==> src/rtl/rxw_pkg.sv <==
package rxw_pkg;
  typedef enum logic [2:0] {
    SM_IDLE, SM_START, SM_DATA, SM_STOP, SM_HOLD
  } samp_state_t;

  localparam int IRQ_READY = 0;
  localparam int IRQ_OVR   = 1;
  localparam int IRQ_FRAME = 2;
  localparam int IRQ_STALE = 3;
endpackage

==> src/rtl/rxw_sampler.sv <==
module rxw_sampler
  import rxw_pkg::*;
#(
  parameter int OVS     = 16,
  parameter int OVS_DIV = 1
) (
  input  logic       clk,
  input  logic       rst,
  input  logic       rxd,
  output logic       os_tick,
  output logic       ch_valid,
  output logic [7:0] ch_data,
  output logic       ch_bad_stop,
  output logic       busy
);
  localparam int PH_W = $clog2(OVS);
  localparam logic [PH_W-1:0] PH_MID  = PH_W'(OVS / 2 - 1);
  localparam logic [PH_W-1:0] PH_LAST = PH_W'(OVS - 1);

  logic rx_s1, rx_s2;
  samp_state_t st;
  logic [PH_W-1:0] ph;
  logic [2:0] bit_idx;
  logic [7:0] shreg;

  generate
    if (OVS_DIV == 1) begin : g_nodiv
      assign os_tick = 1'b1;
    end else begin : g_div
      localparam int DV_W = $clog2(OVS_DIV);
      logic [DV_W-1:0] dv;
      always_ff @(posedge clk) begin
        if (rst) dv <= '0;
        else if (dv == DV_W'(OVS_DIV - 1)) dv <= '0;
        else dv <= dv + 1'b1;
      end
      assign os_tick = (dv == DV_W'(OVS_DIV - 1));
    end
  endgenerate

  always_ff @(posedge clk) begin
    if (rst) begin
      rx_s1 <= 1'b1;
      rx_s2 <= 1'b1;
    end else begin
      rx_s1 <= rxd;
      rx_s2 <= rx_s1;
    end
  end

  always_ff @(posedge clk) begin
    if (rst) begin
      st <= SM_IDLE; ph <= '0; bit_idx <= '0; shreg <= '0;
      ch_valid <= 1'b0; ch_data <= '0; ch_bad_stop <= 1'b0;
    end else begin
      ch_valid <= 1'b0;
      case (st)
        SM_IDLE: begin
          ph <= '0;
          if (!rx_s2) st <= SM_START;
        end
        SM_START: if (os_tick) begin
          if (rx_s2) st <= SM_IDLE;
          else if (ph == PH_MID) begin
            ph <= '0; bit_idx <= '0; st <= SM_DATA;
          end else ph <= ph + 1'b1;
        end
        SM_DATA: if (os_tick) begin
          if (ph == PH_LAST) begin
            ph <= '0;
            shreg <= {rx_s2, shreg[7:1]};
            bit_idx <= bit_idx + 1'b1;
            if (bit_idx == 3'd7) st <= SM_STOP;
          end else ph <= ph + 1'b1;
        end
        SM_STOP: if (os_tick) begin
          if (ph == PH_LAST) begin
            ch_valid    <= 1'b1;
            ch_data     <= shreg;
            ch_bad_stop <= !rx_s2;
            st          <= rx_s2 ? SM_IDLE : SM_HOLD;
          end else ph <= ph + 1'b1;
        end
        SM_HOLD: if (rx_s2) st <= SM_IDLE;
        default: st <= SM_IDLE;
      endcase
    end
  end

  assign busy = (st != SM_IDLE);

  AST_CHAR_SPACED: assert property (@(posedge clk) disable iff (rst)
    ch_valid |=> !ch_valid);
endmodule

==> src/rtl/rxw_fifo.sv <==
module rxw_fifo #(
  parameter int AW = 3,
  parameter int DW = 32
) (
  input  logic          clk,
  input  logic          rst,
  input  logic          flush,
  input  logic          wr,
  input  logic [DW-1:0] wdata,
  input  logic          rd,
  output logic [DW-1:0] rdata,
  output logic          not_empty,
  output logic          overflow
);
  localparam int DEPTH = 1 << AW;

  logic [DW-1:0] mem [DEPTH];
  logic [AW:0] wp, rp;
  logic full, empty;

  assign empty     = (wp == rp);
  assign full      = (wp[AW] != rp[AW]) && (wp[AW-1:0] == rp[AW-1:0]);
  assign not_empty = !empty;
  assign overflow  = wr && full;
  assign rdata     = mem[rp[AW-1:0]];

  always_ff @(posedge clk) begin
    if (wr && !full) mem[wp[AW-1:0]] <= wdata;
  end

  always_ff @(posedge clk) begin
    if (rst || flush) begin
      wp <= '0; rp <= '0;
    end else begin
      if (wr && !full) wp <= wp + 1'b1;
      if (rd && !empty) rp <= rp + 1'b1;
    end
  end

  AST_LEVEL_BOUND: assert property (@(posedge clk) disable iff (rst)
    (wp - rp) <= (AW+1)'(DEPTH));
endmodule

==> src/rtl/rxw_xfer.sv <==
module rxw_xfer #(
  parameter int OVS     = 16,
  parameter int CNT_W   = 16,
  parameter int STALE_W = 8
) (
  input  logic               clk,
  input  logic               rst,
  input  logic               os_tick,
  input  logic               ch_valid,
  input  logic [7:0]         ch_data,
  input  logic               busy,
  input  logic               arm_valid,
  input  logic [CNT_W-1:0]   arm_count,
  input  logic [STALE_W-1:0] stale_chars,
  input  logic               stale_on,
  input  logic               stale_off,
  input  logic               stale_clr,
  input  logic               rx_flush,
  output logic               push,
  output logic [31:0]        push_word,
  output logic               done,
  output logic               stale_pend,
  output logic [CNT_W-1:0]   snap
);
  localparam int CHAR_TICKS = 10 * OVS;
  localparam int TK_W = $clog2(CHAR_TICKS);
  localparam logic [CNT_W-1:0] ONE = CNT_W'(1);

  logic active, stale_en;
  logic [CNT_W-1:0] target, rx_cnt;
  logic [1:0] idx;
  logic [31:0] pack, pack_n;
  logic [TK_W-1:0] tk;
  logic [STALE_W-1:0] ct;
  logic run, fire, last_by_cnt;

  always_comb begin
    pack_n = pack;
    pack_n[idx*8 +: 8] = ch_data;
  end

  assign last_by_cnt = (target != '0) && (rx_cnt + ONE == target);
  assign run  = active && stale_en && (rx_cnt != '0) && !busy && !ch_valid;
  assign fire = run && (ct != '0) && (ct >= stale_chars);

  always_ff @(posedge clk) begin
    if (rst || !run) begin
      tk <= '0; ct <= '0;
    end else if (os_tick) begin
      if (tk == TK_W'(CHAR_TICKS - 1)) begin
        tk <= '0;
        if (ct != '1) ct <= ct + 1'b1;
      end else tk <= tk + 1'b1;
    end
  end

  always_ff @(posedge clk) begin
    if (rst) stale_en <= 1'b0;
    else if (stale_on) stale_en <= 1'b1;
    else if (stale_off) stale_en <= 1'b0;
  end

  always_ff @(posedge clk) begin
    if (rst || rx_flush) begin
      active <= 1'b0; done <= 1'b0; stale_pend <= 1'b0; snap <= '0;
      target <= '0; rx_cnt <= '0; idx <= '0; pack <= '0;
      push <= 1'b0; push_word <= '0;
    end else begin
      push <= 1'b0;
      if (stale_clr) stale_pend <= 1'b0;
      if (arm_valid) begin
        active <= 1'b1; done <= 1'b0; target <= arm_count;
        rx_cnt <= '0; idx <= '0; pack <= '0;
      end else if (active && ch_valid) begin
        rx_cnt <= rx_cnt + ONE;
        if (idx == 2'd3 || last_by_cnt) begin
          push <= 1'b1; push_word <= pack_n; pack <= '0; idx <= '0;
        end else begin
          pack <= pack_n; idx <= idx + 1'b1;
        end
        if (last_by_cnt) begin
          active <= 1'b0; done <= 1'b1; snap <= rx_cnt + ONE;
        end
      end else if (fire) begin
        if (idx != 2'd0) begin
          push <= 1'b1; push_word <= pack;
        end
        pack <= '0; idx <= '0;
        active <= 1'b0; done <= 1'b1; stale_pend <= 1'b1; snap <= rx_cnt;
      end
    end
  end

  AST_QUIET_AFTER_END: assert property (@(posedge clk) disable iff (rst)
    (!active && !arm_valid) |=> !push);
  AST_SNAP_AT_COUNT: assert property (@(posedge clk) disable iff (rst)
    (active && ch_valid && !arm_valid && !rx_flush && last_by_cnt)
      |=> (done && snap == $past(target)));
  AST_STALE_NEEDS_CHAR: assert property (@(posedge clk) disable iff (rst)
    $rose(stale_pend) |-> ($past(rx_cnt) != '0));
endmodule

==> src/rtl/rxw_top.sv <==
module rxw_top
  import rxw_pkg::*;
#(
  parameter int OVS     = 16,
  parameter int OVS_DIV = 1,
  parameter int FIFO_AW = 3,
  parameter int CNT_W   = 16,
  parameter int STALE_W = 8
) (
  input  logic               clk,
  input  logic               rst,
  input  logic               rxd,
  input  logic               arm_valid,
  input  logic [CNT_W-1:0]   arm_count,
  input  logic [STALE_W-1:0] stale_chars,
  input  logic               stale_on,
  input  logic               stale_off,
  input  logic               stale_clr,
  input  logic               err_clr,
  input  logic               rx_flush,
  input  logic [3:0]         irq_mask,
  input  logic               pop,
  output logic [31:0]        pop_data,
  output logic               word_ready,
  output logic               overrun,
  output logic               frame_err,
  output logic               stale_pend,
  output logic               xfer_done,
  output logic [CNT_W-1:0]   snap_count,
  output logic [3:0]         irq_status
);
  logic os_tick, ch_valid, ch_bad_stop, busy, push, ovf;
  logic [7:0] ch_data;
  logic [31:0] push_word;
  logic [3:0] raw;

  rxw_sampler #(.OVS(OVS), .OVS_DIV(OVS_DIV)) u_samp (
    .clk(clk), .rst(rst), .rxd(rxd), .os_tick(os_tick),
    .ch_valid(ch_valid), .ch_data(ch_data), .ch_bad_stop(ch_bad_stop), .busy(busy)
  );

  rxw_xfer #(.OVS(OVS), .CNT_W(CNT_W), .STALE_W(STALE_W)) u_xfer (
    .clk(clk), .rst(rst), .os_tick(os_tick), .ch_valid(ch_valid), .ch_data(ch_data),
    .busy(busy), .arm_valid(arm_valid), .arm_count(arm_count),
    .stale_chars(stale_chars), .stale_on(stale_on), .stale_off(stale_off),
    .stale_clr(stale_clr), .rx_flush(rx_flush), .push(push), .push_word(push_word),
    .done(xfer_done), .stale_pend(stale_pend), .snap(snap_count)
  );

  rxw_fifo #(.AW(FIFO_AW), .DW(32)) u_fifo (
    .clk(clk), .rst(rst), .flush(rx_flush), .wr(push), .wdata(push_word),
    .rd(pop), .rdata(pop_data), .not_empty(word_ready), .overflow(ovf)
  );

  always_ff @(posedge clk) begin
    if (rst) begin
      overrun <= 1'b0; frame_err <= 1'b0;
    end else if (err_clr) begin
      overrun <= 1'b0; frame_err <= 1'b0;
    end else begin
      if (ovf) overrun <= 1'b1;
      if (ch_valid && ch_bad_stop) frame_err <= 1'b1;
    end
  end

  always_comb begin
    raw = '0;
    raw[IRQ_READY] = word_ready;
    raw[IRQ_OVR]   = overrun;
    raw[IRQ_FRAME] = frame_err;
    raw[IRQ_STALE] = stale_pend;
  end

  always_ff @(posedge clk) begin
    if (rst) irq_status <= '0;
    else irq_status <= raw & irq_mask;
  end

  AST_IRQ_MASKED: assert property (@(posedge clk) disable iff (rst)
    (irq_status & ~$past(irq_mask)) == 4'b0);
  AST_OVR_ON_LOSS: assert property (@(posedge clk) disable iff (rst)
    (ovf && !err_clr) |=> overrun);
endmodule

==> config.mk <==
export PLATFORM = sky130hd
export DESIGN_NAME = rxw_top
export DESIGN_NICKNAME = d
export VERILOG_FILES = /design/src/rtl/rxw_pkg.sv /design/src/rtl/rxw_sampler.sv /design/src/rtl/rxw_fifo.sv /design/src/rtl/rxw_xfer.sv /design/src/rtl/rxw_top.sv
export SDC_FILE = /design/constraint.sdc
export NUM_CORES = 1
export LEC_CHECK = 0
export ABC_AREA = 1
export BUFFER_PORTS_ARGS = -buffer_cell sky130_fd_sc_hd__buf_2
export CORE_ASPECT_RATIO = 1.4
export CORE_MARGIN = 1
export CORE_UTILIZATION = 55
export CTS_CLUSTER_DIAMETER = 40
export DETAILED_ROUTE_END_ITERATION = 6
export PLACE_DENSITY = 0.73
export SETUP_SLACK_MARGIN = 0.2
export SYNTH_ARGS = -nofsm -noshare
export SYNTH_HDL_FRONTEND = slang
export SYNTH_HIERARCHICAL = 1
export SYNTH_SLANG_ARGS = --single-unit
==> constraint.sdc <==
create_clock -name clk -period 7.9 [get_ports clk]
set_input_delay 1.58 -clock clk [delete_from_list [all_inputs] [get_ports clk]]
set_output_delay 1.58 -clock clk [all_outputs]
set_load 0.02 [all_outputs]
==> impl_metrics.tcl <==
set metrics [dict create \
    wl_met3_mm 1.899 \
    cpMaxStageDelayCell "buf_4" \
    first_pass_iters 5 \
    grt_pass1_vias 13420 \
    start_util 0.5611 \
    rsz0062_at_grt "no" \
    switchingPower_uw 981.9 \
    area_growth_pct 11.45 \
    die-area_um2 35690 \
    clock_power_share 0.439 \
    crit_path_cell_trace "buf_4 -> buf_4 -> o21ai_0 -> o22ai_1 -> nand2_1 -> nand2_1 -> buf_2" \
    sequentialPowerShare 0.526 \
    gr-total-overflow 0 \
    wire_per_inst_um 15.45 \
    r2r_end "u_xfer/pack[5]$_SDFFE_PP0P_" \
    rows 80 \
    syn_nets 2143 \
    p_leak_uw 0.007632 \
    cts_buffers 45 \
    post_cts_resized 0 \
    fin_crit_ns 4.917 \
    path_class "flop to output port" \
    worst_slew_pin_slew_ns 1.089 \
    fmax_mhz 203.4 \
    ys_top_cells_by_area "edfxtp_1 40%, dfxtp_1 19%, nand2_1 9.5%, nor2_1 5.4%, inv_1 4.0%" \
    gp_congestion 0.8745 \
    setup_ws_ns 2.983 \
    period_share 0.6224 \
    worstRegToRegCells 15 \
    rrSetupSlack_ns 4.63 \
    yosys_warnings 6 \
    arrival_ns 3.34 \
    cts_tree "done" \
    post-dp-hpwl_mm 25.04 \
    drv_cap 0 \
    synthCells 2081 \
    highest_layer "met4" \
    cp_max_fo 53 \
    track_usage 0.2274 \
    synth.distinct_cells 45 \
    wl_met2_mm 20.49 \
    yosysTopAreaCell "edfxtp_1" \
    start_kind "flop" \
    hold_class "flop to flop" \
    drtIter0Drc 994 \
    setup_viol 0 \
    reg2reg_from "u_xfer/rx_cnt[0]$_SDFFE_PP0P_" \
    finalSetupTns_ns 0 \
    synthesis.area_um2 19210 \
    finalMaxSlewViolations 0 \
    antenna_cells 0 \
    placed_cell_area_um2 19990 \
    antenna_found_initial 0 \
    grt_pass1_wl_mm 65.63 \
    crit_end "pop_data[27]" \
    place.port_buffers 94 \
    cts.sinks 438 \
    h-tree-depth 2 \
    post-cts-setup-buffers 0 \
    status "completed" \
    final_cell_area_um2 21410 \
    root_buffer "clkbuf_16" \
    synth_top_area_share 0.4002 \
    crit_family "buffers and inverters" \
    io_pins 95 \
    drive_above_1_share 0.1089 \
    place_ws_ns 3.625 \
    critical_path_required_ns 6.32 \
    final_hold_viol_count 0 \
    hold_path_depth 1 \
    synth.most_common_cell "nand2_1" \
    hold_ws_ns 0.4082 \
    die_x_um 160.0 \
    irDropWorstVdd_uv 150.7 \
    ys_seq_area_frac 0.5899 \
    synth-edff-count 256 \
    critical_path_depth 7 \
    via_count 14170 \
    viasPerCell 5.374 \
    synth-async-reset-ratio 0 \
    cts-hold-fix-buffers 0 \
    drc 0 \
    ys_ff_latch 438 \
    syn_avg_cell_area_um2 9.231 \
    min_from "u_samp/rx_s1$_SDFF_PP1_" \
    swShare 0.2135 \
    max_slew_margin 0.2731 \
    p_int_uw 3618 \
    power_density_nw_per_um2 214.9 \
    pwr-share-comb 0.035 \
    endpoint_kind "output port" \
    nets 2212 \
    clk_latency_ns 0.55 \
    path_clk_slew_ns 0.06 \
    synth_commonest_cells "486 x nand2_1, 278 x nor2_1, 256 x edfxtp_1" \
    wl_mm 40.72 \
    clock_path_buffers 3 \
    core_area_um2 34230 \
    drtAntennaViolNets 0 \
    synth-main-ff-cell "edfxtp_1" \
    crit_buf_inv 3 \
    cpPeakStageDelay_ns 0.68 \
    fin_skew_ns 0.01979 \
    grt_max_degree 104 \
    wl_met1_mm 16.99 \
    die_y_um 223.1 \
]
[metal layers]
metal,up-vias,global-route usage
li1,7091,-
met5,-,0
met3,87,0.02900
met2,364,0.4056
met1,6623,0.2767
met4,0,0.09370
[metrics by stage]
step	std cells	utilization	power (uW)
finish	2636	0.6254	4600
detailed placement	2554	0.5839	2628
floorplan	2081	-	2587
global placement	2554	0.5839	2623
global route	2636	0.6254	4757
CTS	2636	0.6254	4645
[final cells by class]
cell class,count,area [um2]
Tap cell,451,564.3
Clock inverter,23,210.2
Sequential cell,438,11340
Inverter,222,834.6
Fill cell,2810,12820
Timing Repair Buffer,113,613.1
Multi-Input combinational cell,1330,6639
Clock buffer,59,1210
[worst min-delay path by stage]
stage                     slack (ns)                 endpoint
final                           0.41  u_samp/rx_s2$_SDFF_PP1_
after floorplan                 0.39  u_samp/rx_s2$_SDFF_PP1_
after CTS                       0.41  u_samp/rx_s2$_SDFF_PP1_
after global routing            0.42  u_samp/rx_s2$_SDFF_PP1_
after global placement          0.40  u_samp/rx_s2$_SDFF_PP1_
after detailed placement        0.40  u_samp/rx_s2$_SDFF_PP1_
[worst reg2reg max path: stages (launching register included)]
cell	delay [ns]
dfxtp_1	0.44
ha_1	0.25
nand3_1	0.15
nor2_1	0.30
nand3_1	0.12
nand2_1	0.10
nand2_1	0.08
nand2_1	0.06
nand2_1	0.06
nand2_1	0.06
nor2_1	0.04
nand3_2	0.10
nand3_4	0.22
inv_1	0.88
nand2_1	0.15
a21oi_1	0.16
[cell usage in the layout, fill, tap and decap left out, types with 19 or more instances in the layout]
| cell | instances |
|---|---|
| o21ai_0 | 133 |
| mux2i_1 | 64 |
| buf_2 | 94 |
| buf_4 | 19 |
| inv_1 | 206 |
| nand4_1 | 30 |
| clkbuf_16 | 46 |
| nand3_1 | 52 |
| o22ai_1 | 96 |
| nand2_1 | 486 |
| dfxtp_1 | 180 |
| edfxtp_1 | 256 |
| a21oi_1 | 92 |
| ha_1 | 24 |
| nor2_1 | 270 |
[state kept, by name, summed over array words and instances, names as in the netlist, 2 cells and up, named ones only]
name,flops
u_xfer/idx,2
u_xfer/rx_cnt,16
u_samp/st,3
irq_status,4
u_xfer/pack,32
u_samp/bit_idx,3
u_fifo/mem,256
u_xfer/target,16
u_xfer/tk,8
u_fifo/wp,4
u_xfer/push_word,32
u_samp/ch_data,8
u_xfer/ct,8
u_samp/shreg,8
u_xfer/snap,16
u_samp/ph,4
u_fifo/rp,4
[kinds of logic (layout without fill, tap and decap cells)]
group	Yosys count	after routing	synth area share
flops	438	438	0.5899
fa+ha+maj	24	24	0.01563
simple gates	900	900	0.1948
mux	64	64	0.03335
other cells	1	1	0.0001952
compound gates	332	332	0.09366
buf+inv	313	417	0.06767
xor+xnor	9	9	0.004820
[power groups by stage]
| stage | sequential [uW] | combinational [uW] | clock [uW] |
|---|---|---|---|
| 5_1_grt | 2420 | 185 | 2150 |
| 4_1_cts | 2420 | 163 | 2070 |
| 6_report | 2420 | 161 | 2020 |
| 2_1_floorplan | 2460 | 124 | 0 |
| 3_3_place_gp | 2470 | 158 | 0 |
| 3_5_place_dp | 2470 | 162 | 0 |
Note: power is estimated with default switching activity, not from simulation.
